===== src/rtl/cdc_pkg.sv =====
package cdc_pkg;
    typedef enum logic {
        DIR_SHRINK = 1'b0,
        DIR_GROW   = 1'b1
    } dir_e;

    function automatic dir_e dir_flip(dir_e d);
        return (d == DIR_GROW) ? DIR_SHRINK : DIR_GROW;
    endfunction
endpackage


===== src/rtl/cdc_period_timer.sv =====
module cdc_period_timer #(
    parameter int PERIOD_W = 20
) (
    input  logic                clk,
    input  logic                rst_n,
    input  logic [PERIOD_W-1:0] cfg_period,
    output logic                point_o
);
    typedef struct packed {
        logic [PERIOD_W-1:0] cnt;
    } tmr_t;

    tmr_t s_q, s_d;
    logic last;

    always_comb begin
        last    = ({1'b0, s_q.cnt} >= ({1'b0, cfg_period} - 1'b1));
        s_d     = s_q;
        s_d.cnt = last ? '0 : s_q.cnt + 1'b1;
        point_o = last;
    end

    always_ff @(posedge clk) begin
        if (!rst_n) s_q <= '0;
        else        s_q <= s_d;
    end
endmodule


===== src/rtl/cdc_accum.sv =====
module cdc_accum #(
    parameter int CNT_W = 20,
    parameter int LAT_W = 10,
    parameter int NUM_W = CNT_W + LAT_W + 1
) (
    input  logic             clk,
    input  logic             rst_n,
    input  logic             point_i,
    input  logic             acc_valid,
    input  logic             acc_hit,
    input  logic [LAT_W-1:0] acc_lat,
    input  logic [LAT_W-1:0] cfg_mem_lat,
    output logic [NUM_W-1:0] num_o,
    output logic [CNT_W-1:0] den_o,
    output logic             empty_o
);
    localparam int SUM_W = CNT_W + LAT_W;

    typedef struct packed {
        logic [CNT_W-1:0] acc;
        logic [CNT_W-1:0] miss;
        logic [SUM_W-1:0] lat;
    } acc_t;

    acc_t s_q, s_d, nx;
    logic [SUM_W-1:0] miss_cost;

    always_comb begin
        nx      = s_q;
        if (acc_valid) begin
            nx.acc = s_q.acc + 1'b1;
            nx.lat = s_q.lat + SUM_W'(acc_lat);
            if (!acc_hit) nx.miss = s_q.miss + 1'b1;
        end
        miss_cost = SUM_W'(nx.miss) * SUM_W'(cfg_mem_lat);
        num_o     = NUM_W'(nx.lat) + NUM_W'(miss_cost);
        den_o     = nx.acc;
        empty_o   = (nx.acc == '0);
        s_d       = point_i ? '0 : nx;
    end

    always_ff @(posedge clk) begin
        if (!rst_n) s_q <= '0;
        else        s_q <= s_d;
    end
endmodule


===== src/rtl/cdc_divider.sv =====
module cdc_divider #(
    parameter int NUM_W = 31,
    parameter int DEN_W = 20
) (
    input  logic             clk,
    input  logic             rst_n,
    input  logic             start_i,
    input  logic [NUM_W-1:0] num_i,
    input  logic [DEN_W-1:0] den_i,
    input  logic             empty_i,
    output logic [NUM_W-1:0] quo_o,
    output logic             empty_o,
    output logic             done_o,
    output logic             busy_o
);
    localparam int LEFT_W = $clog2(NUM_W + 1);

    typedef struct packed {
        logic              busy;
        logic              done;
        logic              empty;
        logic [LEFT_W-1:0] left;
        logic [NUM_W:0]    rem;
        logic [NUM_W-1:0]  quo;
        logic [DEN_W-1:0]  den;
    } div_t;

    div_t s_q, s_d;
    logic [NUM_W:0] trial;
    logic [NUM_W:0] den_x;

    always_comb begin
        s_d      = s_q;
        s_d.done = 1'b0;
        den_x    = {{(NUM_W + 1 - DEN_W){1'b0}}, s_q.den};
        trial    = {s_q.rem[NUM_W-1:0], s_q.quo[NUM_W-1]};
        if (start_i) begin
            s_d.busy  = 1'b1;
            s_d.left  = LEFT_W'(NUM_W);
            s_d.rem   = '0;
            s_d.quo   = num_i;
            s_d.den   = den_i;
            s_d.empty = empty_i;
        end else if (s_q.busy) begin
            s_d.quo = {s_q.quo[NUM_W-2:0], 1'b0};
            if (trial >= den_x) begin
                s_d.rem    = trial - den_x;
                s_d.quo[0] = 1'b1;
            end else begin
                s_d.rem = trial;
            end
            s_d.left = s_q.left - 1'b1;
            if (s_q.left == LEFT_W'(1)) begin
                s_d.busy = 1'b0;
                s_d.done = 1'b1;
            end
        end
        quo_o   = s_q.quo;
        empty_o = s_q.empty;
        done_o  = s_q.done;
        busy_o  = s_q.busy;
    end

    always_ff @(posedge clk) begin
        if (!rst_n) s_q <= '0;
        else        s_q <= s_d;
    end
endmodule


===== src/rtl/cdc_decide.sv =====
module cdc_decide
    import cdc_pkg::*;
#(
    parameter int   NUM_W     = 31,
    parameter int   MAX_LOG2  = 4,
    parameter int   INIT_LOG2 = 4,
    parameter dir_e INIT_DIR  = DIR_SHRINK,
    localparam int  LOG_W     = $clog2(MAX_LOG2 + 1)
) (
    input  logic             clk,
    input  logic             rst_n,
    input  logic             done_i,
    input  logic             empty_i,
    input  logic [NUM_W-1:0] amat_i,
    output logic [LOG_W-1:0] log_o,
    output logic             strobe_o
);
    localparam logic [LOG_W-1:0] TOP_L  = LOG_W'(MAX_LOG2);
    localparam logic [LOG_W-1:0] INIT_L = LOG_W'(INIT_LOG2);

    typedef struct packed {
        logic [LOG_W-1:0] lg;
        dir_e             dir;
        logic [NUM_W-1:0] prev;
        logic             have;
        logic             strobe;
    } dec_t;

    dec_t s_q, s_d;
    dir_e want;
    logic move;

    always_comb begin
        s_d        = s_q;
        s_d.strobe = 1'b0;
        want       = s_q.dir;
        move       = 1'b0;
        if (done_i && !empty_i) begin
            s_d.prev = amat_i;
            s_d.have = 1'b1;
            if (s_q.have) begin
                if (amat_i > s_q.prev) begin
                    want = dir_flip(s_q.dir);
                    move = 1'b1;
                end else if (amat_i < s_q.prev) begin
                    want = s_q.dir;
                    move = 1'b1;
                end
            end
        end
        if (move) begin
            if (want == DIR_GROW) begin
                if (s_q.lg < TOP_L) begin
                    s_d.lg     = s_q.lg + 1'b1;
                    s_d.dir    = DIR_GROW;
                    s_d.strobe = 1'b1;
                end else begin
                    s_d.dir = DIR_SHRINK;
                end
            end else begin
                if (s_q.lg != '0) begin
                    s_d.lg     = s_q.lg - 1'b1;
                    s_d.dir    = DIR_SHRINK;
                    s_d.strobe = 1'b1;
                end else begin
                    s_d.dir = DIR_GROW;
                end
            end
        end
        log_o    = s_q.lg;
        strobe_o = s_q.strobe;
    end

    always_ff @(posedge clk) begin
        if (!rst_n) begin
            s_q        <= '0;
            s_q.lg     <= INIT_L;
            s_q.dir    <= INIT_DIR;
        end else begin
            s_q <= s_d;
        end
    end
endmodule


===== src/rtl/cluster_dim_ctrl.sv =====
module cluster_dim_ctrl
    import cdc_pkg::*;
#(
    parameter int PERIOD_W  = 20,
    parameter int LAT_W     = 10,
    parameter int MAX_LOG2  = 4,
    parameter int INIT_LOG2 = 4
) (
    input  logic                clk,
    input  logic                rst_n,
    input  logic [PERIOD_W-1:0] cfg_period,
    input  logic [LAT_W-1:0]    cfg_mem_lat,
    input  logic                acc_valid,
    input  logic                acc_hit,
    input  logic [LAT_W-1:0]    acc_lat,
    output logic [MAX_LOG2:0]   dim_banks,
    output logic                dim_change
);
    localparam int NUM_W = LAT_W + PERIOD_W + 1;
    localparam int LOG_W = $clog2(MAX_LOG2 + 1);

    logic             point;
    logic [NUM_W-1:0] acc_num;
    logic [PERIOD_W-1:0] acc_den;
    logic             acc_empty;
    logic [NUM_W-1:0] div_quo;
    logic             div_empty;
    logic             div_done;
    logic             div_busy;
    logic [LOG_W-1:0] cur_log;

    cdc_period_timer #(.PERIOD_W(PERIOD_W)) u_timer (
        .clk(clk), .rst_n(rst_n), .cfg_period(cfg_period), .point_o(point)
    );

    cdc_accum #(.CNT_W(PERIOD_W), .LAT_W(LAT_W), .NUM_W(NUM_W)) u_accum (
        .clk(clk), .rst_n(rst_n), .point_i(point),
        .acc_valid(acc_valid), .acc_hit(acc_hit), .acc_lat(acc_lat),
        .cfg_mem_lat(cfg_mem_lat),
        .num_o(acc_num), .den_o(acc_den), .empty_o(acc_empty)
    );

    cdc_divider #(.NUM_W(NUM_W), .DEN_W(PERIOD_W)) u_div (
        .clk(clk), .rst_n(rst_n), .start_i(point),
        .num_i(acc_num), .den_i(acc_den), .empty_i(acc_empty),
        .quo_o(div_quo), .empty_o(div_empty), .done_o(div_done), .busy_o(div_busy)
    );

    cdc_decide #(
        .NUM_W(NUM_W), .MAX_LOG2(MAX_LOG2), .INIT_LOG2(INIT_LOG2), .INIT_DIR(DIR_SHRINK)
    ) u_dec (
        .clk(clk), .rst_n(rst_n), .done_i(div_done), .empty_i(div_empty),
        .amat_i(div_quo), .log_o(cur_log), .strobe_o(dim_change)
    );

    for (genvar g = 0; g <= MAX_LOG2; g++) begin : g_onehot
        assign dim_banks[g] = (cur_log == LOG_W'(g));
    end
endmodule


===== config.mk =====
export PLATFORM = sky130hd
export DESIGN_NAME = cluster_dim_ctrl
export DESIGN_NICKNAME = d
export VERILOG_FILES = /design/src/rtl/cdc_pkg.sv /design/src/rtl/cdc_period_timer.sv /design/src/rtl/cdc_accum.sv /design/src/rtl/cdc_divider.sv /design/src/rtl/cdc_decide.sv /design/src/rtl/cluster_dim_ctrl.sv
export SDC_FILE = /design/constraint.sdc
export NUM_CORES = 1
export LEC_CHECK = 0
export ABC_AREA = 1
export BUFFER_PORTS_ARGS = -buffer_cell sky130_fd_sc_hd__buf_2
export CORE_MARGIN = 1.5
export CORE_UTILIZATION = 36
export DETAILED_ROUTE_END_ITERATION = 6
export PLACE_DENSITY = 0.49
export SETUP_SLACK_MARGIN = 0.15
export SYNTH_ARGS = -nofsm -noshare
export SYNTH_HDL_FRONTEND = slang
export SYNTH_HIERARCHICAL = 1
export SYNTH_SLANG_ARGS = --single-unit

===== constraint.sdc =====
create_clock -name clk -period 6.15 [get_ports clk]
set_input_delay 0 -clock clk [delete_from_list [all_inputs] [get_ports clk]]
set_output_delay 0 -clock clk [all_outputs]
set_load 0.01 [all_outputs]

* Yosys cells after proc, flatten, opt, wreduce, memory -nomap -nowiden
Cells that the tools add are included.
Word-level totals: register bits 218, input bits 44, word-level logic and storage cells 75, output and inout bits 6
Cells by class: reductions and logical operators 11, magnitude comparators 5, add/sub/neg operators 10, eq/ne operators 6, multipliers 1, bitwise operators 2, muxes and demuxes 24
Operators by type and width (number):
- $mux W68 | 2
- $mux W70 | 1
- $add A20 B1 Y20 const B | 3
- $ge A32 B20 Y1 | 1
- $mux W32 | 1
- $sub A32 B20 Y32 | 1
- $add A30 B30 Y31 | 1
- $gt A31 B31 Y1 | 1
- $lt A31 B31 Y1 | 1
- $add A30 B10 Y30 | 1
- $mul A20 B10 Y30 | 1
- $ge A20 B21 Y1 | 1
- $sub A20 B1 Y21 const B | 1
- $logic_not A20 Y1 | 1
- $mux W20 | 1
- $mux W1 | 14
- $eq A3 B2 Y1 const B | 2
- $mux W3 | 2
- $eq A5 B1 Y1 const B | 1
- $sub A5 B1 Y5 const B | 1
- $mux W2 | 2
- $mux W4 | 1
- $reduce_bool A2 Y1 | 2
- $add A3 B1 Y3 const B | 1
- 14 further kinds | 15

* Longest topological paths before layout
depth after elaboration 6, mapped depth 36, gate-level depth less buffers 35

* Hierarchy
Netlist, hierarchy kept.
By module, submodules not included:
- cdc_accum | instances 1, sequential area each 1401.3 um^2, area each 11811.3 um^2, cells an instance 1676
- cdc_divider | instances 1, sequential area each 1801.7 um^2, area each 6033.3 um^2, cells an instance 979
- cdc_decide | instances 1, sequential area each 740.7 um^2, area each 2280.9 um^2, cells an instance 319
- cdc_period_timer | instances 1, sequential area each 400.4 um^2, area each 1970.6 um^2, cells an instance 287
- cluster_dim_ctrl | instances 1, sequential area each 0.0 um^2, area each 41.3 um^2, cells an instance 11

* Worst setup path after synthesis
No wires, ideal clock.
path kind register to register, start point register u_accum/s_q[30] (netlist name), end point register u_div.s_q (netlist bit u_div/quo_o[29]), setup time 110 ps, data required time 6040 ps, setup slack 566 ps, buffers on the path 0, stages on the path, launching flop included 33, clock period less this slack 5584 ps, data arrival time 5475 ps, path through dfxtp_1 > ha_1 > nand2_2 > nor2_4 > nand2_2 > nor3_2 > inv_1 > nand2_1 > nand2_1 > inv_1 > nor2_1 > fa_1 > inv_1 > fa_1 > inv_1 > fa_1 > fa_1 > inv_1 > fa_1 > inv_1 > ha_1 > a21oi_1 > o21ai_0 > nand2_1 > nand3_1 > nor2_1 > nand2_1 > nand2_1 > nand2_1 > a22oi_1 > o21ai_0 > nand2_1 > inv_1
On the way: longest elaborated chain between the ends 6
RTL lines:
- start: declaration | line cdc_accum.sv:25 | acc_t s_q, s_d, nx;
- start signal: assignment | line cdc_accum.sv:43 | if (!rst_n) s_q <= '0;
- start signal: assignment | line cdc_accum.sv:44 | else s_q <= s_d;
- $add A20 B1 Y20 | line cdc_accum.sv:33 | if (!acc_hit) nx.miss = s_q.miss + 1'b1;
- $mux W20 | line cdc_accum.sv:33
- $mux W70 (*) | line cdc_accum.sv:30 | if (acc_valid) begin
- $mul A20 B10 Y30 (*) | line cdc_accum.sv:35 | miss_cost = SUM_W'(nx.miss) * SUM_W'(cfg_mem_lat);
- $add A30 B30 Y31 (*) | line cdc_accum.sv:36 | num_o = NUM_W'(nx.lat) + NUM_W'(miss_cost);
- net acc_num[29] | line cluster_dim_ctrl.sv:23 | logic [NUM_W-1:0] acc_num;
- $mux W68 (*) | line cdc_divider.sv:37 | if (start_i) begin
- end signal: assignment | line cdc_divider.sv:65 | if (!rst_n) s_q <= '0;
- end signal: assignment | line cdc_divider.sv:66 | else s_q <= s_d;
- end: declaration | line cdc_divider.sv:28 | div_t s_q, s_d;
The timed path passes the listed nets; every way through them passes the cells marked *. A chain may end at the register's enable or synchronous reset.

* Worst setup path in the final report
start point register u_accum/s_q[31] (netlist name), end point register u_div.s_q (netlist bit u_div/quo_o[29])
Same word-level chain as after synthesis.

==> out/qor.yml <==
vdd_ir_drop_max_mv: 0.188
drt_iter0_markers: 1235
required_ns: 6.63
worstReg2RegEnd: "u_div/quo_o[29]"
setup_viol: 0
grt_pass1_vias: 20000
slew_violations: 0
dp_hpwl_um: 50700
ant_nets: 0
netlist.area_leader.share: 0.196
min-delay-start: "acc_valid"
rsz0062_at_grt: "true"
worstSetupEndpointType: "register"
max_slew_margin: 0.234
core_mm2: 0.0606
synth.area.top_cells: "dfxtp_1, fa_1, nand2_1"
synth_top_cell_by_area: "dfxtp_1"
syn_area_per_cell_um2: 6.77
io_buffer_count: 49
worstSetupPathType: "reg -> reg"
wl_per_cell_um: 15.5
insertion_delay_ns: 0.59
ios: 50
holdPathEnd: "u_accum/s_q[51]"
overflow: 0
final.setup_skew_ns: 0.0157
synthFlopType: "dfxtp_1"
cp_common_cell: "nand2_1"
period_share: 0.938
die_w_um: 251
max_freq_mhz: 173
path_clk_slew_ns: 0.06
cpMaxStageDelayCell: "fa_1"
cts.path.max_buffers: 3
fp-row-count: 90
finish.utilization: 0.412
drcViolationCount: 0
power_density_mw_per_mm2: 157
syn_to_final_growth_pct: 12.7
grt_usage: 0.206
fp.dieH_um: 251
nets: 3669
finalSetupTns_ns: 0
rr_worst_depth: 30
clockRootBuffer: "clkbuf_16"
synth_commonest_cells: "nand2_1, inv_1, nor2_1"
yosysWarnings: 6
drive_gt1_frac: 0.127
synth.most_common_cell: "nand2_1"
antenna_found_initial: 0
drv_cap: 0
numCtsBuffers: 29
critPathMaxStageDelay_ns: 0.54
grt_pass1_wl_um: 105000
cp-start-kind: "register"
crit_fanout: 7
gp_congestion: 0.909
cts.sinks: 217
via_per_inst: 4.86
status: "finished, final reports clean"
timing.rr.start: "u_accum/s_q[31]"
fin_crit_ns: 5.77
reg2reg_slack_ns: 0.38
die_area_mm2: 0.0630
hp-class: "in -> reg"
initial_core_util: 0.365
syn_area_mm2: 0.0221
synthArstFlopShare: 0
routed_wirelength_um: 63600
cts_tree: "yes"
finalHoldViolations: 0
syn_nets: 3645
htreeDepth: 1
ys_types: 54
worstPathArrival_ns: 6.25
grt_max_degree: 71
synth_seq_area_share: 0.196
syn_inst: 3272
synth_edf_count: 0
tightest_slew_ns: 1.15
firstDrtPassIters: 5
synth-seq-cells: 217
hold_path_depth: 5
p_leak_uw: 0.0125
vias: 19900
[cells by family after synthesis]
family | count (synthesis) | synth area share
AND/OR/NAND/NOR | 1571 | 0.307
flip-flops | 217 | 0.196
multiplexers | 1 | 0.000452
AO/OA/AOI/OAI | 338 | 0.0830
XOR/XNOR | 77 | 0.0311
adder cells (fa/ha/maj) | 329 | 0.245
buffers and inverters | 739 | 0.137
[where the power goes]
group          internal [uW]  leakage (uW)  switching, uW
combinational            211        0.0102            393
sequential              1420       0.00175           11.4
clock                   1180      0.000529            716
[layout make-up]
| class | count | area [um2] |
|---|---|---|
| fillers | 6348 | 35600 |
| multi-input cells | 2316 | 15400 |
| flip-flops and latches | 217 | 4360 |
| inverters | 608 | 2290 |
| well taps | 782 | 978 |
| repair buffers | 124 | 832 |
| clock buffers | 35 | 798 |
| clock inverters | 19 | 277 |
| diodes | 1 | 2.50 |
[stage by stage]
step	cell area [um2]	hold WS [ns]	worst slack [ns]	total power, uW	cells
after floorplan	22100	0.138	0.566	1830	3272
after global placement	23100	0.406	0.119	2020	4030
after detailed placement	23100	0.408	0.0391	2030	4030
after CTS	24200	0.0295	0.127	3960	4089
after global routing	25000	0.0755	0.00897	4120	4101
final	25000	0.0382	0.379	3930	4102
[layer usage]
| layer | vias to the layer above | share of wire | wire length (um) | track usage |
|---|---|---|---|---|
| met5 | - | 0 | 0 | 0 |
| met4 | 0 | 0.017 | 1050 | 0.0435 |
| met3 | 60 | 0.035 | 2200 | 0.0206 |
| met2 | 326 | 0.47 | 29600 | 0.351 |
| met1 | 9442 | 0.48 | 30700 | 0.281 |
| li1 | 10100 | - | - | - |
[how the worst max path moves through the flow]
stage                          from         endpoint  slack (ns)  cells after the start
finish              u_accum/s_q[31]  u_div/quo_o[29]        0.38                     30
global route        u_accum/s_q[31]  u_div/quo_o[20]       0.009                     30
CTS                 u_accum/s_q[30]  u_div/quo_o[29]        0.13                     32
detailed placement  u_accum/s_q[30]  u_div/quo_o[29]        0.04                     32
global placement    u_accum/s_q[32]  u_div/quo_o[29]        0.12                     28
floorplan           u_accum/s_q[30]  u_div/quo_o[29]        0.57                     32
[worst max-delay path, delay by kind of cell (launching register included)]
family,cells,cell delay (ns)
adder cells (fa/ha/maj),6,2.85
AND/OR/NAND/NOR,16,1.58
AO/OA/AOI/OAI,4,0.69
flip-flops,1,0.36
buffers and inverters,4,0.18
[cells in the final DEF, fill, tap and decap left out, drive strengths merged, types with 2 or more instances in the layout]
| cell | n |
|---|---|
| a21oi | 191 |
| o211ai | 5 |
| a22oi | 5 |
| clkbuf | 35 |
| nor2 | 361 |
| inv | 602 |
| bufinv | 6 |
| buf | 119 |
| clkinv | 17 |
| dfxtp | 217 |
| nand2 | 884 |
| a21o | 11 |
| o22ai | 2 |
| or2 | 11 |
| o31ai | 2 |
| fa | 175 |
| dlygate4sd3 | 5 |
| nand3 | 184 |
| a21boi | 2 |
| nand3b | 37 |
| xnor2 | 19 |
| nor4 | 7 |
| nand4 | 44 |
| nor3 | 43 |
| o21ai | 102 |
| xor2 | 58 |
| ha | 154 |
| o21bai | 8 |
| a31oi | 7 |
| clkinvlp | 2 |
[registers in the layout (all words and copies together) (netlist names)]
signal and flops:
u_dec/strobe_o 1, u_dec/log_o 3, u_timer/s_q 20, u_div/done_o 1, u_div/empty_o 1, u_div/quo_o 31, u_div/busy_o 1, u_accum/s_q 70
u_div/den_x 20, u_div/s_q 36, u_dec/s_q 33
[repair_timing]
| item | 4_1_cts | 5_1_grt |
|---|---|---|
| endpoints found under the hold margin | 19 | 0 |
| buffers inserted | 0 | 12 |
| setup endpoints to repair | 5 | 22 |
| hold buffers | 5 | 0 |
| pin swaps | 0 | 52 |
| gates resized for setup | 6 | 175 |
| cloned | 0 | 0 |
(Power assumes the default switching activity.)
